File: src/rtl/phy_irq_pkg.sv
// Package: shared constants and types of the PHY interrupt controller.
// Assumes the source order auto-negotiation, speed, duplex, link (index 0..3).
package phy_irq_pkg;
    localparam int NUM_SRC = 4;
    // Source indices inside every per-source vector
    localparam int SRC_AN     = 0;
    localparam int SRC_SPEED  = 1;
    localparam int SRC_DUPLEX = 2;
    localparam int SRC_LINK   = 3;
    // Sources detected on a rising edge only; the rest on any change
    localparam logic [NUM_SRC-1:0] RISE_ONLY = 4'b0001;
    typedef logic [NUM_SRC-1:0] src_vec_t;
endpackage

File: src/rtl/phy_irq_detect.sv
// Module: per-source event detector.
// Compares each status input with its value at the previous edge. The
// previous-value registers follow the inputs during reset too, so levels
// present at reset release never look like events.
// Assumes the status inputs are already synchronous to clk.
module phy_irq_detect
    import phy_irq_pkg::*;
#(
    parameter int N = NUM_SRC,
    parameter logic [N-1:0] RISE_MASK = RISE_ONLY
) (
    input  logic         clk,
    input  logic [N-1:0] level_in,
    output logic [N-1:0] event_out
);
    logic [N-1:0] level_q;

    // Track the previous level of every input, reset or not
    always_ff @(posedge clk) begin
        level_q <= level_in;
    end

    genvar gi;
    generate
        for (gi = 0; gi < N; gi++) begin : g_src
            if (RISE_MASK[gi]) begin : g_rise
                // Rising edge only
                assign event_out[gi] = level_in[gi] & ~level_q[gi];
            end else begin : g_any
                // Any change of level
                assign event_out[gi] = level_in[gi] ^ level_q[gi];
            end
        end
    endgenerate
endmodule

File: src/rtl/phy_irq_status.sv
// Module: sticky status register.
// Sets a bit for every event. Clears all bits on a clearing read. An event
// sampled at the clearing edge survives the clear.
module phy_irq_status
    import phy_irq_pkg::*;
#(
    parameter int N = NUM_SRC
) (
    input  logic         clk,
    input  logic         rst_n,
    input  logic [N-1:0] event_in,
    input  logic         clr,
    output logic [N-1:0] status
);
    // Accumulate events; a clearing read drops old bits only
    always_ff @(posedge clk) begin
        if (!rst_n) status <= '0;
        else        status <= (clr ? '0 : status) | event_in;
    end

    genvar gi;
    generate
        for (gi = 0; gi < N; gi++) begin : g_chk
            AST_EVENT_SETS: assert property (@(posedge clk) disable iff (!rst_n)
                event_in[gi] |=> status[gi]);
            AST_STICKY: assert property (@(posedge clk) disable iff (!rst_n)
                (status[gi] && !clr) |=> status[gi]);
            AST_NO_SPURIOUS: assert property (@(posedge clk) disable iff (!rst_n)
                (!status[gi] && !event_in[gi]) |=> !status[gi]);
            AST_CLEAR: assert property (@(posedge clk) disable iff (!rst_n)
                (clr && !event_in[gi]) |=> !status[gi]);
        end
    endgenerate
endmodule

File: src/rtl/phy_irq_regs.sv
// Module: register file for the control word and the status read-back.
// Decodes writes into the control register, multiplexes read data and
// raises a clear strobe on a read of the status address.
// Assumes one-cycle write and read strobes; read data is combinational.
module phy_irq_regs
    import phy_irq_pkg::*;
#(
    parameter int N         = NUM_SRC,
    parameter int ADDR_W    = 5,
    parameter int DATA_W    = 16,
    parameter int CTRL_ADDR = 18,
    parameter int STAT_ADDR = 19,
    parameter int GEN_BIT   = 1,
    parameter int FIELD_LSB = 4
) (
    input  logic              clk,
    input  logic              rst_n,
    input  logic [ADDR_W-1:0] addr,
    input  logic              wr,
    input  logic              rd,
    input  logic [DATA_W-1:0] wdata,
    input  logic [N-1:0]      status,
    output logic [DATA_W-1:0] rdata,
    output logic              gen_en,
    output logic [N-1:0]      mask,
    output logic              clr
);
    localparam int FIELD_MSB = FIELD_LSB + N - 1;
    localparam logic [ADDR_W-1:0] CTRL_A = ADDR_W'(CTRL_ADDR);
    localparam logic [ADDR_W-1:0] STAT_A = ADDR_W'(STAT_ADDR);

    logic ctrl_wr;
    assign ctrl_wr = wr && (addr == CTRL_A);
    assign clr     = rd && (addr == STAT_A);

    // Control register: global enable and per-source masks
    always_ff @(posedge clk) begin
        if (!rst_n) begin
            gen_en <= 1'b0;
            mask   <= '0;
        end else if (ctrl_wr) begin
            gen_en <= wdata[GEN_BIT];
            mask   <= wdata[FIELD_MSB:FIELD_LSB];
        end
    end

    // Read multiplexer; unmapped bits and addresses read as zero
    always_comb begin
        rdata = '0;
        if (addr == CTRL_A) begin
            rdata[GEN_BIT]             = gen_en;
            rdata[FIELD_MSB:FIELD_LSB] = mask;
        end else if (addr == STAT_A) begin
            rdata[FIELD_MSB:FIELD_LSB] = status;
        end
    end

    AST_CTRL_HOLD: assert property (@(posedge clk) disable iff (!rst_n)
        !(wr && addr == CTRL_A) |=> ($stable(mask) && $stable(gen_en)));
    AST_CTRL_LOAD: assert property (@(posedge clk) disable iff (!rst_n)
        (wr && addr == CTRL_A) |=> (mask == $past(wdata[FIELD_MSB:FIELD_LSB])
                                     && gen_en == $past(wdata[GEN_BIT])));
endmodule

File: src/rtl/phy_irq_ctrl.sv
// Module: top of the PHY status-change interrupt controller.
// Wires the detector, the sticky status and the register file together and
// forms the active-low request from the enable, mask and status registers.
// Assumes synchronous status inputs and a synchronous active-low reset.
module phy_irq_ctrl
    import phy_irq_pkg::*;
#(
    parameter int ADDR_W    = 5,
    parameter int DATA_W    = 16,
    parameter int CTRL_ADDR = 18,
    parameter int STAT_ADDR = 19,
    parameter int GEN_BIT   = 1,
    parameter int FIELD_LSB = 4
) (
    input  logic              clk,
    input  logic              rst_n,
    input  logic              phy_an_done,
    input  logic              phy_speed,
    input  logic              phy_duplex,
    input  logic              phy_link,
    input  logic [ADDR_W-1:0] reg_addr,
    input  logic              reg_wr,
    input  logic              reg_rd,
    input  logic [DATA_W-1:0] reg_wdata,
    output logic [DATA_W-1:0] reg_rdata,
    output logic              irq_n
);
    src_vec_t levels, events, status, mask;
    logic     gen_en, clr;

    // Pack the status inputs in source order
    always_comb begin
        levels             = '0;
        levels[SRC_AN]     = phy_an_done;
        levels[SRC_SPEED]  = phy_speed;
        levels[SRC_DUPLEX] = phy_duplex;
        levels[SRC_LINK]   = phy_link;
    end

    phy_irq_detect #(.N(NUM_SRC), .RISE_MASK(RISE_ONLY)) u_detect (
        .clk       (clk),
        .level_in  (levels),
        .event_out (events)
    );

    phy_irq_status #(.N(NUM_SRC)) u_status (
        .clk      (clk),
        .rst_n    (rst_n),
        .event_in (events),
        .clr      (clr),
        .status   (status)
    );

    phy_irq_regs #(
        .N(NUM_SRC), .ADDR_W(ADDR_W), .DATA_W(DATA_W), .CTRL_ADDR(CTRL_ADDR),
        .STAT_ADDR(STAT_ADDR), .GEN_BIT(GEN_BIT), .FIELD_LSB(FIELD_LSB)
    ) u_regs (
        .clk    (clk),
        .rst_n  (rst_n),
        .addr   (reg_addr),
        .wr     (reg_wr),
        .rd     (reg_rd),
        .wdata  (reg_wdata),
        .status (status),
        .rdata  (reg_rdata),
        .gen_en (gen_en),
        .mask   (mask),
        .clr    (clr)
    );

    // Request low while enabled and any unmasked status bit is set
    always_comb begin
        irq_n = ~(gen_en & (|(status & mask)));
    end

    AST_RESET_IDLE: assert property (@(posedge clk)
        !rst_n |=> irq_n);
    AST_IRQ_NEEDS_GEN: assert property (@(posedge clk) disable iff (!rst_n)
        !irq_n |-> gen_en);
    AST_IRQ_NEEDS_SRC: assert property (@(posedge clk) disable iff (!rst_n)
        !irq_n |-> (status != '0));
endmodule

File: config.mk
export PLATFORM = sky130hd
export DESIGN_NAME = phy_irq_ctrl
export DESIGN_NICKNAME = d
export VERILOG_FILES = /design/src/rtl/phy_irq_pkg.sv /design/src/rtl/phy_irq_detect.sv /design/src/rtl/phy_irq_status.sv /design/src/rtl/phy_irq_regs.sv /design/src/rtl/phy_irq_ctrl.sv
export SDC_FILE = /design/constraint.sdc
export NUM_CORES = 1
export LEC_CHECK = 0
export ABC_AREA = 1
export BUFFER_PORTS_ARGS = -buffer_cell sky130_fd_sc_hd__buf_2
export CORE_UTILIZATION = 38
export CTS_CLUSTER_SIZE = 28
export DETAILED_ROUTE_END_ITERATION = 10
export PLACE_DENSITY = 0.8
export SLEW_MARGIN = 20
export SYNTH_ARGS = -nofsm -noshare
export SYNTH_HDL_FRONTEND = slang
export SYNTH_SLANG_ARGS = --single-unit
export TNS_END_PERCENT = 1
File: constraint.sdc
create_clock -name clk -period 1.2 [get_ports clk]
set_clock_uncertainty 0.2 [all_clocks]
set_input_delay 0.24 -clock clk [delete_from_list [all_inputs] [get_ports clk]]
set_output_delay 0.24 -clock clk [all_outputs]
set_load 0.1 [all_outputs]
# Yosys cells after proc, flatten, opt, wreduce, memory -nomap -nowiden
# Index checks and enable logic that the tools add are counted.
dict set report totals {
  ff_bits 13
  latch_bits 0
  ramBits 0
  rom_bits 0
  input_bits 29
  output_inout_bits 17
  wordCells 22
  mem_count 0
}
dict set report classes {
  addsub 0
  n_mul 0
  n_div 0
  magnitude_cmp 0
  n_eq_ne 2
  n_shift 0
  n_mux 4
  bitwise_logic 9
  n_reduce_logical 3
}
# op n
set op_table {}
lappend op_table {{$mux W4} 3}
lappend op_table {{$eq A5 B5 Y1 const B} 2}
lappend op_table {{$and A4 B4 Y4} 1}
lappend op_table {{$or A4 B4 Y4} 1}
lappend op_table {{$reduce_or A4 Y1} 1}
lappend op_table {{$xor A1 B1 Y1} 3}
lappend op_table {{$and A1 B1 Y1} 2}
lappend op_table {{$logic_and A1 B1 Y1} 2}
lappend op_table {{$not A1 Y1} 2}
lappend op_table {{$mux W1} 1}

# Logic depth before layout (Yosys ltp)
# Gate-level depths: netlist of the first run.
dict set report logic_depth {
  ltp_word 4
  mapped_depth 6
  mapped_depth_nobuf 6
}

# Cells and area by module
# From an unflattened synthesis of the first run, not the netlist that was laid out.
dict set report hier_totals {
  cells_unflattened 106
  hier_area_um2 694.4
}
# mod n_inst cells_per_inst area_each_um2
set by_module_without_submodules {}
lappend by_module_without_submodules {phy_irq_regs 1 60 385.4}
lappend by_module_without_submodules {phy_irq_detect 1 21 143.9}
lappend by_module_without_submodules {phy_irq_status 1 18 137.6}
lappend by_module_without_submodules {phy_irq_ctrl 1 7 27.5}

# Least setup slack after synthesis of the first run
# No wires, ideal clock.
dict set report synth_timing {
  path_kind {reg2out}
  from {register u_regs.mask[3]}
  to {output irq_n}
  t_arrival_ns 2.547
  setup_slack_ns -1.787
  stages_incl_launch_ff 4
  cell_sequence {dfxtp_1 inv_1 o22ai_1 o21ai_0}
}
dict set report synth_via {
  elab_chain_cells 4
}
# element line_no
set synth_lines {}
lappend synth_lines {{from (decl)} phy_irq_regs.sv:25} ;# output logic [N-1:0] mask,
lappend synth_lines {{from (signal assigned)} phy_irq_regs.sv:43} ;# mask <= wdata[FIELD_MSB:FIELD_LSB];
lappend synth_lines {{$and A4 B4 Y4} phy_irq_ctrl.sv:73} ;# irq_n = ~(gen_en & (|(status & mask)));
lappend synth_lines {{$reduce_or A4 Y1} phy_irq_ctrl.sv:73}
lappend synth_lines {{$and A1 B1 Y1} phy_irq_ctrl.sv:73}
lappend synth_lines {{$not A1 Y1} phy_irq_ctrl.sv:73}
lappend synth_lines {{to (decl)} phy_irq_ctrl.sv:26} ;# output logic irq_n
# No other way between the ends.

# Worst setup path after layout of the first run
dict set report layout_timing {
  from {register u_regs.mask[0]}
  to {output reg_rdata[4]}
}
dict set report layout_via {
  elab_chain_cells 1
}
# element line_no
set layout_lines {}
lappend layout_lines {{$mux W4} phy_irq_regs.sv:50} ;# if (addr == CTRL_A) begin
lappend layout_lines {{to (decl)} phy_irq_ctrl.sv:25} ;# output logic [DATA_W-1:0] reg_rdata,
# No other way between the ends.

==> results of run 1 <==
==> worst min-delay path by stage <==
stage,from,end,slack (ns),cells past startpoint
floorplan,phy_an_done,u_detect.level_q[0],0.07,0
global placement,phy_an_done,u_detect.level_q[0],0.16,1
detailed placement,phy_an_done,u_detect.level_q[0],0.16,1
CTS,rst_n,u_regs.mask[3],0.03,3
global route,reg_wdata[5],u_regs.mask[1],0.03,3
finish,reg_wdata[5],u_regs.mask[1],0.03,3
==> cells in the final DEF (no fill, tap or decap) <==
cell type | synthesis | layout
o22ai_2 | 0 | 2
inv_2 | 1 | 8
xnor2_1 | 3 | 3
conb_1 | 1 | 11
buf_12 | 0 | 6
clkbuf_1 | 0 | 1
buf_4 | 11 | 12
dfxtp_2 | 0 | 9
buf_6 | 0 | 5
o22ai_4 | 0 | 4
nand3_4 | 0 | 2
buf_2 | 0 | 16
nand4_1 | 1 | 1
clkbuf_4 | 0 | 3
o21ai_4 | 0 | 1
dfxtp_1 | 13 | 4
inv_1 | 12 | 5
a21oi_1 | 4 | 4
nor2_4 | 1 | 2
nor2_1 | 11 | 10
dlygate4sd3_1 | 0 | 8
nand2_1 | 16 | 16
nand4_4 | 1 | 1
==> per-stage QoR <==
| stage | cell area (µm²) | worst slack [ns] | power (mW) |
|---|---|---|---|
| 6_report | 1180 | -0.374 | 1.08 |
| 5_1_grt | 1180 | -0.425 | 1.12 |
| 3_5_place_dp | 1020 | -0.390 | 0.774 |
| 3_3_place_gp | 1020 | -0.353 | 0.770 |
| 2_1_floorplan | 763 | -0.457 | 0.720 |
| 4_1_cts | 1180 | -0.381 | 1.07 |
==> sequential cells by signal (all words and copies together) (netlist names) <==
name / cells
u_status.status: 4
u_regs.gen_en: 1
u_detect.level_q: 4
u_regs.mask: 4
==> routing by layer <==
layer	vias to the layer above	wire, µm	global-route usage
li1	340	-	-
met1	305	724	0.253
met2	27	786	0.333
met3	2	73	0.0255
met4	0	21	0.106
met5	-	0	0
==> cells by family after synthesis <==
logic type,Yosys count
xor gates and xnor gates,3
other,1
buffers and inverters,24
and+or+nand+nor,32
DFF,13
AOI/OAI and AO/OA,11
==> layout make-up <==
type | count | area [µm²]
inverters | 13 | 48.8
multi-input cells | 57 | 392
well taps | 16 | 20.0
flip-flops and latches | 13 | 272
fillers | 92 | 339
repair buffers | 47 | 427
clock buffers | 4 | 26.3
==> worst max-delay path, cell delays in order, from the launching register on <==
cell and delay (ns):
dfxtp_2 0.33, inv_2 0.04, buf_6 0.11, o22ai_4 0.18
buf_12 0.20
==> what timing repair did <==
item | in CTS | in global routing
gates resized for setup | 23 | 1
hold buffers | 8 | 0
hold endpoints to repair | 8 | 0
pin swaps | 7 | 1
setup endpoints to repair | 6 | 7
buffers inserted | 1 | 0
==> where the power goes <==
group          leakage (nW)  internal [mW]  total, mW  switching, mW
Combinational         0.424         0.0989      0.335          0.236
Clock                0.0150          0.129      0.275          0.146
Sequential            0.111          0.455      0.466         0.0111
Total                 0.550          0.683       1.08          0.393
==> flow_summary.toml, run 1 <==
[floorplan]
die_area_um2 = 1840
start_util = 0.416
dieHeight_um = 42.9
die_w_um = 42.9
num_io_pins = 46
core-area_um2 = 1520
std_cell_rows = 14

[worst_setup_path]
crit_type = "reg2out"
worstPathMaxFanout = 2
arrival_ns = 1.13
r2r_setup_slack_ns = 0.01
crit_path_end = "reg_rdata[4]"
rr_startpoint = "u_regs.mask[0]"
r2r_cells = 7
crit_start = "u_regs.mask[0]"
required_ns = 0.76
endpoint_kind = "primary output"
startpoint_type = "flip-flop"
r2r-end = "u_regs.mask[0]"

[routing]
vias = 674
drt.antenna.violating_nets = 0
viasPerCell = 4.49
drt_iter0_markers = 8
drcViolationCount = 0
first_pass_iters = 4
wirelength_mm = 1.61
wl_per_cell_um = 10.7

[worst_hold_path]
hold_path_class = "in2reg"

[timing]
hold-worst-slack_ns = 0.0263
period_share = 1.31
fmax_ghz = 0.635
fin_crit_ns = 1.57
worst_slack_ns = -0.374
rsz0062_at_grt = "true"
tns_ns = -2.11
setup_viol = 6
hold_viol = 0
final_max_slew_viol_count = 0

[global_routing]
grt_max_degree = 11
grt_remaining_overflow = 0
grt_use_total = 0.202
antenna_found_initial = 0
grt_pass1_vias = 660
grt_pass1_wl_mm = 2.75

[layout]
n_antenna_cell = 0
final_layout_size_suffix_gt1_frac = 0.530
final_util = 0.778
final_cells = 150
nets = 164
area_delta_synth_final_pct = 86.8

[yosys]
syn_avg_cell_area_um2 = 7.55
yosys.area.top_type_share = 0.410
syn-cell-area_um2 = 634
synth_ff_type = "dfxtp_1"
muxShareOfSynthArea = 0
synth_top_cell_by_area = "dfxtp_1"
synth_warnings = 0
ys_types = 15
synth-async-reset-ratio = 0
synth_top_family_by_area = "simple AND/OR/NAND/NOR gates"
synth-seq-cells = 13
yosysSeqAreaShare = 0.410
synth-simple-area-share = 0.237
synth.most_common_cell = "nand2_1"
synth_area_leaders = "dfxtp_1 (41%), buf_4 (13%), nand2_1 (9.5%)"
synth_fa_ha_area_frac = 0
synth-xor-area-share = 0.0414
syn_inst = 84
synth_compound_area_frac = 0.0986
synthTopCellsByCount = "nand2_1 (16), dfxtp_1 (13), inv_1 (12)"
synth-edff-count = 0

[cts]
path_clk_slew_ns = 0.09
numCtsBuffers = 3
cts_buffer_depth = 2
root_buffer = "clkbuf_4"
cts.sinks = 13
cts_tree = "built"
htree_levels = 1
clk-insertion-delay-late_ns = 0.27

[run_status]
violations = "setup timing"
status = "complete, but fails checks"

[placed_design]
dp_cells = 137
portBuffers = 23
dp_hpwl_mm = 1.19
gp_congestion = 0.786

[pwr]
irDropWorstVdd_mv = 0.800
p_leak_nw = 0.550
p_per_area_nw_per_um2 = 908

[flow_run]
maxCapViolations = 0
No activity file was read; power rests on OpenSTA's default activity.
==> run 2: changes to the inputs <==
--- a/config.mk
+++ b/config.mk
@@ -10,7 +10,10 @@
 export CORE_UTILIZATION = 38
 export CTS_CLUSTER_SIZE = 28
 export DETAILED_ROUTE_END_ITERATION = 10
+export HOLD_SLACK_MARGIN = 0.1
+export MAX_ROUTING_LAYER = met4
 export PLACE_DENSITY = 0.8
+export RECOVER_POWER = 50
 export SLEW_MARGIN = 20
 export SYNTH_ARGS = -nofsm -noshare
 export SYNTH_HDL_FRONTEND = slang
==> run 2 against run 1 <==
Effect of this change: the flow still finishes with violations (setup timing); design area is 1.4% higher; final cell count is 1.3% higher; sequential share of layout area is 0.31 points lower.
==> flow_summary.toml, run 2 (synthesis gave the netlist of run 1 again) <==
[run_status]
status = "complete, but fails checks"
violations = "setup timing"

[timing]
tns_ns = -2.14
fmax_ghz = 0.630
fin_crit_ns = 1.59
hold_viol = 0
period_share = 1.32
setup_viol = 6
final_max_slew_viol_count = 0
rsz0062_at_grt = "true"
worst_slack_ns = -0.388

[routing]
wirelength_mm = 1.80
viasPerCell = 4.50
first_pass_iters = 4
vias = 684
drt_iter0_markers = 7
wl_per_cell_um = 11.8
drcViolationCount = 0
drt.antenna.violating_nets = 0

[global_routing]
grtUsageMet3 = 0.0255
grt_pass1_vias = 696
antenna_found_initial = 0
grt_use_total = 0.232
use_met2 = 0.370
top_usage_layer = "met2"
grt_pass1_wl_mm = 3.07
use_met1 = 0.294
grt_remaining_overflow = 0
grt_max_degree = 11

[pwr]
irDropWorstVdd_mv = 0.795
p_per_area_nw_per_um2 = 904
power_mw = 1.09
p_leak_nw = 0.550

[cts]
cts_tree = "built"
numCtsBuffers = 3
cts_buffer_depth = 2
cts.sinks = 13
path_clk_slew_ns = 0.08
clk-insertion-delay-late_ns = 0.27
root_buffer = "clkbuf_4"
htree_levels = 1

[placed_design]
dp_hpwl_mm = 1.19
place_ws_ns = -0.390
gp_congestion = 0.797
portBuffers = 23
placed_area_um2 = 1020

[worst_setup_path]
cpPeakStageDelay_ns = 0.34
required_ns = 0.76
crit_chain = "inv_2 > buf_6 > o22ai_4 > buf_12"
crit_slowest_cell = "dfxtp_2"
cp_top_family = "buffers and inverters"
arrival_ns = 1.15
cp.buffers_inverters = 3
endpoint_kind = "primary output"
crit_type = "reg2out"
worstPathMaxFanout = 2
startpoint_type = "flip-flop"

[flow_run]
maxCapViolations = 0

[floorplan]
start_util = 0.416
dieHeight_um = 42.9
num_io_pins = 46
die_w_um = 42.9
std_cell_rows = 14
die_area_um2 = 1840
core-area_um2 = 1520

[layout]
nFillCells = 95
n_antenna_cell = 0
final_layout_size_suffix_gt1_frac = 0.500
area_delta_synth_final_pct = 89.3
final_common_cell = "nand2_1"
top_regs = "u_detect.level_q: 4 flops, u_regs.mask: 4 flops, u_status.status: 4 flops"
nets = 166
layout_common_cells = "nand2_1 (16), buf_2 (13), buf_4 (12)"
fin_area_um2 = 1200

[worst_hold_path]
hold_path_class = "in2reg"
-- run 2: area by class of cell --
class / instances / area (µm²) / area share
inverters: 13 / 48.8 / 0.0406
multi-input cells: 57 / 392 / 0.326
repair buffers: 49 / 443 / 0.369
clock buffers: 4 / 26.3 / 0.0219
flip-flops and latches: 13 / 272 / 0.226
well taps: 16 / 20.0 / 0.0167
-- run 2: stage by stage --
step / hold WS (ns) / std cells / utilization
after floorplan: 0.0677 / 94 / -
after global placement: 0.157 / 137 / 0.668
after detailed placement: 0.158 / 137 / 0.668
after CTS: 0.202 / 152 / 0.790
after global routing: 0.234 / 152 / 0.788
final: 0.204 / 152 / 0.788
-- run 2: per-layer routing --
| layer | wire, µm | vias up |
|---|---|---|
| li1 | - | 346 |
| met1 | 800 | 307 |
| met2 | 895 | 29 |
| met3 | 82 | 2 |
| met4 | 18 | 0 |
| met5 | 0 | - |
-- run 2: final timing paths --
check                                   startpoint            endpoint  slack (ns)  depth (start not counted)
worst max-delay path                u_regs.mask[3]        reg_rdata[7]       -0.39                          4
worst min-delay path                        reg_wr      u_regs.mask[2]        0.20                          4
worst max register to register      u_regs.mask[0]      u_regs.mask[0]        0.01                          7
worst min register to register  u_status.status[2]  u_status.status[2]        0.26                          2
-- run 2: where the power goes --
part           total (mW)  switching [mW]  leakage (nW)  internal (mW)
Combinational       0.342           0.240         0.424          0.102
Sequential          0.467          0.0114         0.111          0.455
Clock               0.277           0.148        0.0150          0.129
Total                1.09           0.399         0.550          0.686
-- run 2: timing repair --
item / in CTS / in global routing
hold buffers: 10 / 0
buffers inserted: 1 / 0
endpoints found under the setup margin: 6 / 8
gates cloned: 0 / 0
gates resized for setup: 23 / 1
pin swaps: 7 / 4
hold endpoints to repair: 13 / 0
-- run 2: worst reg2reg max path: cells and delay by family, from the launching register on --
family / cells / cell delay, ns
buffers and inverters: 4 / 0.39
and+or+nand+nor: 3 / 0.22
DFF: 1 / 0.33
==> run 3: changes to the inputs <==
--- a/config.mk
+++ b/config.mk
@@ -5,14 +5,13 @@
 export SDC_FILE = /design/constraint.sdc
 export NUM_CORES = 1
 export LEC_CHECK = 0
-export ABC_AREA = 1
 export BUFFER_PORTS_ARGS = -buffer_cell sky130_fd_sc_hd__buf_2
-export CORE_UTILIZATION = 38
+export CORE_UTILIZATION = 35
 export CTS_CLUSTER_SIZE = 28
 export DETAILED_ROUTE_END_ITERATION = 10
 export HOLD_SLACK_MARGIN = 0.1
 export MAX_ROUTING_LAYER = met4
-export PLACE_DENSITY = 0.8
+export PLACE_DENSITY = 0.76
 export RECOVER_POWER = 50
 export SLEW_MARGIN = 20
 export SYNTH_ARGS = -nofsm -noshare
==> constraint.sdc (replaced) <==
create_clock -name clk -period 1.3 [get_ports clk]
set_clock_uncertainty 0.2 [all_clocks]
set_input_delay 0.26 -clock clk [delete_from_list [all_inputs] [get_ports clk]]
set_output_delay 0.26 -clock clk [all_outputs]
set_load 0.02 [all_outputs]
==> run 3 against run 2 <==
Effect of this change: the flow still finishes with violations (setup timing); largest cell class is now multi-input combinational cells; largest power group unchanged; final cell count shrank 11%; power decreased by 25%; critical path depth shrank 1; synthesized area up 4.3%.
==> flow_summary.toml, run 3 <==
[routing]
wirelength_mm = 1.15
vias = 572
drt.antenna.violating_nets = 0
drt_iter0_markers = 8
wl_per_cell_um = 8.44
viasPerCell = 4.21
first_pass_iters = 4
drcViolationCount = 0

[pwr]
p_int_uw = 608
seqPwrFrac = 0.535
switching_share = 0.250
irDropWorstVdd_mv = 0.587
clockPowerShare = 0.287
p_leak_nw = 0.421
combPwrFrac = 0.178
p_per_area_nw_per_um2 = 878
switchingPower_uw = 203

[layout]
final_cells = 136
nets = 141
layout_common_cells = "nand2_1 (18), buf_2 (15), conb_1 (11)"
n_antenna_cell = 0
multi_input_area_um2 = 347
final_common_cell = "nand2_1"
final_layout_size_suffix_gt1_frac = 0.297
area_delta_synth_final_pct = 39.5
area.sequential_um2 = 264
top_regs = "u_detect.level_q: 4 flops, u_regs.mask: 4 flops, u_status.status: 4 flops"
nFillCells = 174

[yosys]
ys_types = 16
syn_inst = 75
synth.most_common_cell = "nand2_1"
synth-edff-count = 0
synth-seq-cells = 13
synth-async-reset-ratio = 0
synth_area_leaders = "dfxtp_1 (39%), mux2i_1 (14%), buf_4 (12%)"
synth_top_cell_by_area = "dfxtp_1"
syn_avg_cell_area_um2 = 8.83
synth_warnings = 0
yosys.area.top_type_share = 0.393
syn-cell-area_um2 = 662
synth_ff_type = "dfxtp_1"
synthTopCellsByCount = "nand2_1 (18), dfxtp_1 (13), buf_4 (11)"
yosysSeqAreaShare = 0.393

[floorplan]
die_area_um2 = 2070
num_io_pins = 46
start_util = 0.379
die_w_um = 45.5
std_cell_rows = 15
core-area_um2 = 1750
dieHeight_um = 45.5

[worst_setup_path]
worstPathMaxFanout = 2
required_ns = 0.84
arrival_ns = 1.11
startpoint_type = "flip-flop"
endpoint_kind = "primary output"
crit_type = "reg2out"

[timing]
rsz0062_at_grt = "true"
fmax_ghz = 0.638
period_share = 1.20
worst_slack_ns = -0.266
final_max_slew_viol_count = 0
setup_viol = 6
hold_viol = 0
fin_crit_ns = 1.57

[placed_design]
place_ws_ns = -0.220
gp_congestion = 0.674
dp_hpwl_um = 873
dp_cells = 123
portBuffers = 23

[cts]
cts_buffer_depth = 2
post_cts_buffers = 0
numCtsBuffers = 3
cts.sinks = 13
root_buffer = "clkbuf_4"
path_clk_slew_ns = 0.07
cts_tree = "built"
htree_levels = 1
clk-insertion-delay-late_ns = 0.26

[global_routing]
grt_use_total = 0.133
antenna_found_initial = 0
grt_max_degree = 19
grt_pass1_vias = 502
grt_remaining_overflow = 0
grt_pass1_wl_mm = 1.97

[run_status]
status = "complete, but fails checks"
violations = "setup timing"

[worst_hold_path]
hold_path_class = "in2reg"

[flow_run]
maxCapViolations = 0
==> run 3: changes by cell type in the layout (fill, tap and decap cells not counted), moves of 3 or more <==
cell,previous run,this run
buf_4,12,6
inv_2,8,0
o22ai_4,4,0
inv_1,5,0
o21ai_0,0,4
xnor2_1,3,0
buf_6,5,2
xor2_1,0,3
mux2i_1,0,9
dfxtp_1,4,10
nor2_1,10,5
a21oi_1,4,0
buf_12,6,0
dfxtp_2,9,3
==> run 3: kinds of logic after synthesis <==
kind of cell	after synthesis	synth area share
multiplexers	9	0.136
AND/OR/NAND/NOR	27	0.198
buffers and inverters	15	0.163
XOR/XNOR	3	0.0397
flip-flops	13	0.393
AO/OA/AOI/OAI	7	0.0643
other	1	0.00567
==> run 3: metrics by stage <==
stage / setup TNS [ns] / utilization / power, mW / cell area (µm²) / hold slack (ns)
after global placement: -1.80 / 0.451 / 0.563 / 787 / 0.178
after CTS: -1.07 / 0.528 / 0.824 / 922 / 0.172
after floorplan: -0.571 / - / 0.546 / 711 / 0.0877
after detailed placement: -2.07 / 0.451 / 0.567 / 787 / 0.186
after global routing: -1.39 / 0.529 / 0.863 / 923 / 0.191
final: -1.08 / 0.529 / 0.811 / 923 / 0.186
==> run 3: layout make-up <==
| cell class | instances | area share |
|---|---|---|
| clock buffers | 4 | 0.0285 |
| multi-input cells | 57 | 0.375 |
| repair buffers | 37 | 0.276 |
| well taps | 25 | 0.0339 |
| flip-flops and latches | 13 | 0.286 |
==> run 3: what timing repair did <==
| item | CTS | global route |
|---|---|---|
| endpoints found under the setup margin | 6 | 6 |
| hold buffers | 9 | 0 |
| resized for setup | 8 | 4 |
| endpoints found under the hold margin | 11 | 0 |
| cloned | 0 | 0 |
| pin swaps | 1 | 1 |
==> run 3: path summary, 6_finish.rpt <==
check,cells past startpoint,to,slack (ns),startpoint
worst min register to register,2,u_regs.mask[3],0.27,u_regs.mask[3]
worst min-delay path,3,u_regs.mask[3],0.19,rst_n
worst max register to register,3,u_status.status[3],0.38,u_detect.level_q[3]
worst max-delay path,3,irq_n,-0.27,u_status.status[1]
==> run 3: power by group through the flow <==
| stage | combinational [mW] | sequential, mW | clock, mW |
|---|---|---|---|
| detailed placement | 0.124 | 0.442 | 0 |
| floorplan | 0.106 | 0.440 | 0 |
| global placement | 0.122 | 0.441 | 0 |
| finish | 0.144 | 0.434 | 0.233 |
| CTS | 0.146 | 0.434 | 0.244 |
| global route | 0.161 | 0.436 | 0.266 |
==> run 3: critical path, stage by stage, from the launching register on <==
cell	delay [ns]
dfxtp_1	0.31
a22o_1	0.24
o21ai_2	0.16
buf_6	0.13
==> run 3: layer usage <==
layer	wire [µm]	share of wire	vias to the layer above	global-route usage
met5	0	0	-	-
met4	0	0	0	0.0545
met3	96	0.084	0	0.0238
met2	505	0.44	33	0.206
met1	546	0.48	246	0.170
li1	-	-	293	-
